## src/rtl/stk_pkg.sv

```systemverilog
package stk_pkg;

    localparam int          STK_ADDR_W    = 16;
    localparam int          STK_DEPTH_LOG = 6;
    localparam logic [15:0] STK_BASE      = 16'h0100;

    typedef enum logic [2:0] {
        CMD_PUSH = 3'd0,
        CMD_POP  = 3'd1,
        CMD_CALL = 3'd2,
        CMD_RET  = 3'd3,
        CMD_IRQ  = 3'd4,
        CMD_IRET = 3'd5,
        CMD_RSP  = 3'd6,
        CMD_NONE = 3'd7
    } cmd_e;

    typedef enum logic [2:0] {
        SLOT_PCL  = 3'd0,
        SLOT_PCH  = 3'd1,
        SLOT_X    = 3'd2,
        SLOT_A    = 3'd3,
        SLOT_CC   = 3'd4,
        SLOT_DATA = 3'd5
    } slot_e;

    typedef struct packed {
        logic [15:0] pc;
        logic [7:0]  x;
        logic [7:0]  a;
        logic [7:0]  cc;
    } ctx_t;

    // Number of bytes a command moves; zero for commands with no memory access.
    function automatic logic [2:0] frame_len(cmd_e c);
        case (c)
            CMD_PUSH, CMD_POP: return 3'd1;
            CMD_CALL, CMD_RET: return 3'd2;
            CMD_IRQ, CMD_IRET: return 3'd5;
            default:           return 3'd0;
        endcase
    endfunction

    function automatic logic is_store(cmd_e c);
        return (c == CMD_PUSH) || (c == CMD_CALL) || (c == CMD_IRQ);
    endfunction

    function automatic logic is_return(cmd_e c);
        return (c == CMD_RET) || (c == CMD_IRET);
    endfunction

    // Which context byte a given step of a command touches.
    function automatic slot_e slot_of(cmd_e c, logic [2:0] idx);
        slot_e s;
        s = SLOT_DATA;
        case (c)
            CMD_CALL: s = (idx == 3'd0) ? SLOT_PCL : SLOT_PCH;
            CMD_RET:  s = (idx == 3'd0) ? SLOT_PCH : SLOT_PCL;
            CMD_IRQ: begin
                case (idx)
                    3'd0:    s = SLOT_PCL;
                    3'd1:    s = SLOT_PCH;
                    3'd2:    s = SLOT_X;
                    3'd3:    s = SLOT_A;
                    default: s = SLOT_CC;
                endcase
            end
            CMD_IRET: begin
                case (idx)
                    3'd0:    s = SLOT_CC;
                    3'd1:    s = SLOT_A;
                    3'd2:    s = SLOT_X;
                    3'd3:    s = SLOT_PCH;
                    default: s = SLOT_PCL;
                endcase
            end
            default: s = SLOT_DATA;
        endcase
        return s;
    endfunction

endpackage

```

## src/rtl/stk_seq.sv

```systemverilog
module stk_seq
    import stk_pkg::*;
(
    input  logic       clk,
    input  logic       rst,
    input  logic       cmd_valid,
    input  logic [2:0] cmd_code,
    output logic       op_go,
    output cmd_e       op_cmd,
    output slot_e      op_slot,
    output logic       op_write,
    output logic       op_last,
    output logic       accept,
    output logic       rsp_go,
    output logic       busy
);

    logic       active_q;
    cmd_e       cmd_q;
    logic [2:0] idx_q;
    cmd_e       req_cmd;
    logic [2:0] op_idx;
    logic [2:0] op_len;

    assign req_cmd = cmd_e'(cmd_code);

    always_comb begin
        op_cmd   = active_q ? cmd_q : req_cmd;
        op_idx   = active_q ? idx_q : 3'd0;
        op_len   = frame_len(op_cmd);
        accept   = !active_q && cmd_valid && (frame_len(req_cmd) != 3'd0);
        op_go    = active_q || accept;
        op_last  = (op_idx == (op_len - 3'd1));
        op_slot  = slot_of(op_cmd, op_idx);
        op_write = is_store(op_cmd);
        rsp_go   = !active_q && cmd_valid && (req_cmd == CMD_RSP);
    end

    always_ff @(posedge clk) begin
        if (rst) begin
            active_q <= 1'b0;
            cmd_q    <= CMD_NONE;
            idx_q    <= 3'd0;
        end else if (op_go && !op_last) begin
            active_q <= 1'b1;
            cmd_q    <= op_cmd;
            idx_q    <= op_idx + 3'd1;
        end else begin
            active_q <= 1'b0;
            idx_q    <= 3'd0;
        end
    end

    assign busy = active_q;

    AST_BUSY_HOLD: assert property (@(posedge clk) disable iff (rst)
        (busy && !op_last) |=> busy);
    AST_BUSY_END: assert property (@(posedge clk) disable iff (rst)
        (busy && op_last) |=> !busy);
    AST_SINGLE_NO_BUSY: assert property (@(posedge clk) disable iff (rst)
        (accept && (req_cmd == CMD_PUSH || req_cmd == CMD_POP)) |=> !busy);

endmodule

```

## src/rtl/stk_ptr.sv

```systemverilog
module stk_ptr #(
    parameter int DEPTH_LOG = stk_pkg::STK_DEPTH_LOG
) (
    input  logic                 clk,
    input  logic                 rst,
    input  logic                 rsp_go,
    input  logic                 op_go,
    input  logic                 op_write,
    output logic [DEPTH_LOG-1:0] off,
    output logic [DEPTH_LOG-1:0] off_up
);

    localparam logic [DEPTH_LOG-1:0] TOP = '1;
    localparam logic [DEPTH_LOG-1:0] ONE = DEPTH_LOG'(1);

    logic [DEPTH_LOG-1:0] off_q;
    logic [DEPTH_LOG-1:0] off_dn;

    // Natural modulo arithmetic gives the silent wrap at both window ends.
    assign off_up = off_q + ONE;
    assign off_dn = off_q - ONE;
    assign off    = off_q;

    always_ff @(posedge clk) begin
        if (rst || rsp_go) begin
            off_q <= TOP;
        end else if (op_go) begin
            off_q <= op_write ? off_dn : off_up;
        end
    end

    AST_RSP_TOP: assert property (@(posedge clk) disable iff (rst)
        rsp_go |=> (off == TOP));
    AST_PUSH_DEC: assert property (@(posedge clk) disable iff (rst)
        (op_go && op_write) |=> (off == $past(off) - ONE));
    AST_POP_INC: assert property (@(posedge clk) disable iff (rst)
        (op_go && !op_write) |=> (off == $past(off) + ONE));
    AST_IDLE_HOLD: assert property (@(posedge clk) disable iff (rst)
        (!op_go && !rsp_go) |=> $stable(off));

endmodule

```

## src/rtl/stk_frame.sv

```systemverilog
module stk_frame
    import stk_pkg::*;
(
    input  logic        clk,
    input  logic        rst,
    input  logic        accept,
    input  logic        op_go,
    input  cmd_e        op_cmd,
    input  slot_e       op_slot,
    input  logic        op_write,
    input  logic        op_last,
    input  logic [7:0]  push_byte,
    input  ctx_t        ctx_live,
    input  logic [7:0]  rdata,
    output logic [7:0]  wdata,
    output logic        pop_valid,
    output logic [7:0]  pop_byte,
    output logic        restore_valid,
    output ctx_t        ctx_restored
);

    ctx_t       ctx_hold;
    ctx_t       ctx_src;
    ctx_t       rest_q;
    logic [7:0] pop_q;
    logic       pop_v_q;
    logic       rest_v_q;

    // The first byte goes out in the accept cycle from the live inputs; the
    // remaining bytes come from the copy captured at that same edge.
    always_ff @(posedge clk) begin
        if (rst) begin
            ctx_hold <= '0;
        end else if (accept) begin
            ctx_hold <= ctx_live;
        end
    end

    assign ctx_src = accept ? ctx_live : ctx_hold;

    always_comb begin
        case (op_slot)
            SLOT_PCL: wdata = ctx_src.pc[7:0];
            SLOT_PCH: wdata = ctx_src.pc[15:8];
            SLOT_X:   wdata = ctx_src.x;
            SLOT_A:   wdata = ctx_src.a;
            SLOT_CC:  wdata = ctx_src.cc;
            default:  wdata = push_byte;
        endcase
    end

    always_ff @(posedge clk) begin
        if (rst) begin
            rest_q   <= '0;
            pop_q    <= 8'h00;
            pop_v_q  <= 1'b0;
            rest_v_q <= 1'b0;
        end else begin
            pop_v_q  <= op_go && !op_write && (op_cmd == CMD_POP);
            rest_v_q <= op_go && !op_write && op_last && is_return(op_cmd);
            if (op_go && !op_write) begin
                case (op_slot)
                    SLOT_PCL: rest_q.pc[7:0]  <= rdata;
                    SLOT_PCH: rest_q.pc[15:8] <= rdata;
                    SLOT_X:   rest_q.x        <= rdata;
                    SLOT_A:   rest_q.a        <= rdata;
                    SLOT_CC:  rest_q.cc       <= rdata;
                    default:  pop_q           <= rdata;
                endcase
            end
        end
    end

    assign pop_valid     = pop_v_q;
    assign pop_byte      = pop_q;
    assign restore_valid = rest_v_q;
    assign ctx_restored  = rest_q;

    AST_CALL_ORDER: assert property (@(posedge clk) disable iff (rst)
        (op_go && op_write && op_slot == SLOT_PCH)
            |-> $past(op_go && op_write && op_slot == SLOT_PCL));
    AST_IRQ_ORDER: assert property (@(posedge clk) disable iff (rst)
        (op_go && op_write && op_slot == SLOT_CC)
            |-> $past(op_go && op_slot == SLOT_A));
    AST_RET_LOW_LAST: assert property (@(posedge clk) disable iff (rst)
        (op_go && !op_write && op_slot == SLOT_PCL) |-> op_last);

endmodule

```

## src/rtl/stk_ctx_unit.sv

```systemverilog
module stk_ctx_unit
    import stk_pkg::*;
#(
    parameter int          ADDR_W     = stk_pkg::STK_ADDR_W,
    parameter int          DEPTH_LOG  = stk_pkg::STK_DEPTH_LOG,
    parameter logic [15:0] STACK_BASE = stk_pkg::STK_BASE
) (
    input  logic              clk,
    input  logic              rst,
    input  logic              cmd_valid,
    input  logic [2:0]        cmd_code,
    input  logic [7:0]        push_byte,
    input  logic [15:0]       pc_in,
    input  logic [7:0]        x_in,
    input  logic [7:0]        a_in,
    input  logic [7:0]        cc_in,
    input  logic [7:0]        mem_rdata,
    output logic [ADDR_W-1:0] mem_addr,
    output logic              mem_we,
    output logic              mem_re,
    output logic [7:0]        mem_wdata,
    output logic              busy,
    output logic [ADDR_W-1:0] sp,
    output logic              pop_valid,
    output logic [7:0]        pop_byte,
    output logic              restore_valid,
    output logic [15:0]       pc_out,
    output logic [7:0]        x_out,
    output logic [7:0]        a_out,
    output logic [7:0]        cc_out
);

    localparam int HI_W = ADDR_W - DEPTH_LOG;
    localparam logic [HI_W-1:0] PAGE = HI_W'(STACK_BASE >> DEPTH_LOG);

    logic                 op_go, op_write, op_last, accept, rsp_go;
    cmd_e                 op_cmd;
    slot_e                op_slot;
    logic [DEPTH_LOG-1:0] off, off_up;
    ctx_t                 ctx_live, ctx_rest;

    assign ctx_live = '{pc: pc_in, x: x_in, a: a_in, cc: cc_in};

    stk_seq u_seq (
        .clk      (clk),
        .rst      (rst),
        .cmd_valid(cmd_valid),
        .cmd_code (cmd_code),
        .op_go    (op_go),
        .op_cmd   (op_cmd),
        .op_slot  (op_slot),
        .op_write (op_write),
        .op_last  (op_last),
        .accept   (accept),
        .rsp_go   (rsp_go),
        .busy     (busy)
    );

    stk_ptr #(.DEPTH_LOG(DEPTH_LOG)) u_ptr (
        .clk     (clk),
        .rst     (rst),
        .rsp_go  (rsp_go),
        .op_go   (op_go),
        .op_write(op_write),
        .off     (off),
        .off_up  (off_up)
    );

    stk_frame u_frame (
        .clk          (clk),
        .rst          (rst),
        .accept       (accept),
        .op_go        (op_go),
        .op_cmd       (op_cmd),
        .op_slot      (op_slot),
        .op_write     (op_write),
        .op_last      (op_last),
        .push_byte    (push_byte),
        .ctx_live     (ctx_live),
        .rdata        (mem_rdata),
        .wdata        (mem_wdata),
        .pop_valid    (pop_valid),
        .pop_byte     (pop_byte),
        .restore_valid(restore_valid),
        .ctx_restored (ctx_rest)
    );

    assign sp       = {PAGE, off};
    assign mem_we   = op_go && op_write;
    assign mem_re   = op_go && !op_write;
    assign mem_addr = {PAGE, (op_write ? off : off_up)};

    assign pc_out = ctx_rest.pc;
    assign x_out  = ctx_rest.x;
    assign a_out  = ctx_rest.a;
    assign cc_out = ctx_rest.cc;

    AST_ONE_ACCESS: assert property (@(posedge clk) disable iff (rst)
        !(mem_we && mem_re));
    AST_RESET_TOP: assert property (@(posedge clk)
        rst |=> (sp == {PAGE, {DEPTH_LOG{1'b1}}}));
    AST_NO_OP_NO_ACCESS: assert property (@(posedge clk) disable iff (rst)
        (!cmd_valid && !busy) |-> !(mem_we || mem_re));

endmodule

```

## config.mk

```make
export PLATFORM = sky130hd
export DESIGN_NAME = stk_ctx_unit
export DESIGN_NICKNAME = d
export VERILOG_FILES = /design/src/rtl/stk_pkg.sv /design/src/rtl/stk_seq.sv /design/src/rtl/stk_ptr.sv /design/src/rtl/stk_frame.sv /design/src/rtl/stk_ctx_unit.sv
export SDC_FILE = /design/constraint.sdc
export NUM_CORES = 1
export LEC_CHECK = 0
export BUFFER_PORTS_ARGS = -buffer_cell sky130_fd_sc_hd__buf_2
export CAP_MARGIN = 20
export CELL_PAD_IN_SITES_DETAIL_PLACEMENT = 0
export CELL_PAD_IN_SITES_GLOBAL_PLACEMENT = 1
export CORE_ASPECT_RATIO = 1.5
export CORE_MARGIN = 8
export CORE_UTILIZATION = 26
export DETAILED_ROUTE_END_ITERATION = 10
export GPL_ROUTABILITY_DRIVEN = 0
export GPL_TIMING_DRIVEN = 0
export PLACE_DENSITY = 0.57
export SYNTH_ARGS = -nofsm -noshare
export SYNTH_HDL_FRONTEND = slang
export SYNTH_HIERARCHICAL = 1
export SYNTH_SLANG_ARGS = --single-unit
```

## constraint.sdc

```tcl
create_clock -name clk -period 5.3 [get_ports clk]
set_clock_uncertainty 0.05 [all_clocks]
set_input_delay 1.06 -clock clk [delete_from_list [all_inputs] [get_ports clk]]
set_output_delay 1.06 -clock clk [all_outputs]
set_load 0.005 [all_outputs]
```

==> metrics.txt <==
slew margin rel.=48.3%; initial cell density of the core=26.6%; chip width=roughly 130 um; crit path max fanout=10; gr usage total=between 10% and 20%; number of DRC markers in iteration 0=between 200 and 300; WL/cell=16.4 um; Final Max Slew Viols=0; DRC=0; Syn Std Cell Area=between 4000 and 5000 um^2; area delta synth->final=27.9%; worst r2r src=u_seq/busy; Hold Fails Final Rpt=0; Avg Vias per Cell=4.40; Max-cap violations=0; sequential cell fraction of total power=a little over two fifths; post-synthesis register bit count=just over 100; register area share after synthesis=41.9%; global-route wire length before repair=~24000 um; CTS buffer count=9; total setup buffers inserted after CTS=0; Startpoint Class=flop; Worst-path clk slew=about 80 ps; CP startpoint=u_seq/busy; IO buf count=133; post_cts resized=0; RSZ-0062 raised after global routing=no; logic gate share of total power=about 22%; Pwr Density=319 nW/um^2; Nets=around 750; Post-synth ARST share=0%; final core occ=roughly 34%; post-synthesis instance total=516; crit end category=output pin; Tmin final=between 4000 and 5000 ps; Row Count=~60; final antenna-violating net count=0; CP max stage cell=a31oi_1; Leak=between 2 and 3 nW; Pre-antenna DRT Iters=4; Mean Syn Cell Area=9.55 um^2; die height=around 180 um; layout cells sized above 1=between 30% and 40%; hold_buf cts=0; # IOs=~160; crit-path max cell delay=640 ps; drt total wl=~15000 um; FF-to-FF End=u_frame/ctx_restored[2]; endpoints failing setup=0; vias in the first global route=4331; CTS max path bufs=2; crit share post-route=between 90 and 100%; Int Pwr=1.42 mW; antenna cells=0; Synth Warn #=6; Netlist cell types=63; status=complete, no violations; CP endpoint=mem_wdata[0]; core box area=18500 um^2; Max Freq=0.204 GHz; Inst Count DP=about 920; total gr overflow=0; setup tns final=0 ps; hold crit path type=reg -> reg; CTS tree=yes; pin count of the biggest net entering global routing=21; NetSw=approximately 0.6 mW; CTS Sinks=roughly 100; Final Non-Filler Cells=935; WP data arrival=about 3800 ps; Max VDD drop=0.135 mV; Net Sw Frac=about 30%; die area=23700 um^2; Reg2Reg Depth=12; Worst Tran Pin Value=around 770 ps; initial antenna violation count=0; most used cell, CP=buf_2; Post-synth EDFFs=0; H-tree Lvls=3; Clk pwr share=35.6%; Final Power=roughly 2.0 mW; DP HPWL=11800 um; Worst Path Required=about 4200 ps; clk_lat worst skew=about 340 ps; crit path kind=reg -> out; Cell Chain, Critical Path=buf_2, buf_2, and2_1, inv_1, ha_1, o31ai_1, nand2_1, a31oi_1, or3_1, clkbuf_2, o22ai_1, o32a_1, buf_2; vias after detailed routing=between 4000 and 5000; Reg2Reg Setup Slack=roughly 1900 ps; dominant synthesized flop cell=dfxtp_1; Clock Tree Root=clkbuf_16
flip-flops by register name, summed over array words and instances (netlist names):
signal and cells:
u_seq/busy 1, u_seq/cmd_q 3, u_frame/restore_valid 1, u_frame/pop_byte 8, u_frame/pop_valid 1, u_frame/ctx_hold 40, u_seq/idx_q 3, u_ptr/off 6
u_frame/ctx_restored 40
cells in the mapped netlist, types with 5 or more instances:
library cell,count,area (um^2)
a31oi_1,5,31.3
ha_1,7,87.6
inv_1,7,26.3
dfxtp_1,103,2060
buf_2,9,45.0
xor2_1,6,52.6
a21boi_0,6,45.0
nand2_1,21,78.8
nor2_1,91,342
o22ai_1,15,93.8
buf_4,25,188
o32a_1,8,80.1
nand3_1,10,50.1
xnor2_1,5,43.8
mux2_4,6,90.1
clkbuf_1,11,41.3
mux2i_1,80,801
a21oi_1,17,85.1
nor3_1,7,35.0
layer usage:
metal	part of all wire (%)	global-route usage, %	wire (um)	up-vias
met4	1.5	5.30	226	0
met3	7.8	3.96	1200	8
li1	-	-	-	2076
met1	39	13.9	5990	1899
met2	52	23.1	7880	127
met5	0	0	0	-
worst min path at each step:
stage	startpoint	to	slack, ps	depth (start not counted)
final	u_frame/ctx_restored[31]	u_frame/ctx_restored[31]	410	2
after global placement	u_frame/ctx_restored[30]	u_frame/ctx_restored[30]	400	2
after floorplan	u_frame/ctx_hold[0]	u_frame/ctx_hold[0]	400	2
after detailed placement	u_frame/ctx_restored[31]	u_frame/ctx_restored[31]	400	2
after CTS	u_frame/ctx_restored[31]	u_frame/ctx_restored[31]	420	2
after global routing	u_frame/ctx_restored[28]	u_frame/ctx_restored[28]	440	2
stage by stage:
stage | instance area, um^2 | setup WS, ps | hold WS, ps
CTS | 6300 | 291 | 415
global placement | 5970 | 681 | 400
finish | 6300 | 386 | 414
global route | 6300 | 36.0 | 439
detailed placement | 5970 | 686 | 403
floorplan | 4990 | 1410 | 401
kinds of logic after synthesis:
family,Yosys count,synth area share [%]
flip-flops,103,41.9
buffers and inverters,60,7.42
adder cells (fa/ha/maj),7,1.78
other,2,0.152
XOR/XNOR,12,2.29
AO/OA/AOI/OAI,69,9.68
AND/OR/NAND/NOR,173,17.8
multiplexers,90,19.0
area by class of cell:
| cell class | instances | area, um^2 |
|---|---|---|
| plain buffers | 53 | 339 |
| clock buffers | 9 | 225 |
| clock inverters | 7 | 100 |
| fillers | 1955 | 12200 |
| inverters | 7 | 26.3 |
| multi-input cells | 371 | 2570 |
| flip-flops and latches | 103 | 2060 |
| well taps | 252 | 315 |
| repair buffers | 133 | 666 |
worst max-delay path, delay by kind of cell, from the launching register on:
kind,cells,cell delay [ps]
AO/OA/AOI/OAI,4,1460
flip-flops,1,390
AND/OR/NAND/NOR,3,470
adder cells (fa/ha/maj),1,230
buffers and inverters,5,920
placed cells by master (no fill, tap or decap), types with 7 or more instances in the layout:
cell type,synthesis,layout
o22ai_1,15,15
conb_1,2,20
clkbuf_16,0,9
o32a_1,8,8
nand2_1,21,21
nand3_1,10,10
a21oi_1,17,17
buf_2,9,142
dfxtp_1,103,103
mux2i_1,80,80
ha_1,7,7
nor3_1,7,7
buf_4,25,25
nor2_1,91,91
clkbuf_1,11,11
inv_1,7,7
power by group through the flow:
stage	logic (mW)	registers, mW	clock network (mW)
2_1_floorplan	0.300	0.858	0
5_1_grt	0.497	0.849	0.777
6_report	0.451	0.844	0.715
3_3_place_gp	0.453	0.861	0
4_1_cts	0.458	0.844	0.752
3_5_place_dp	0.456	0.862	0
No activity file was read; power rests on OpenSTA's default activity.
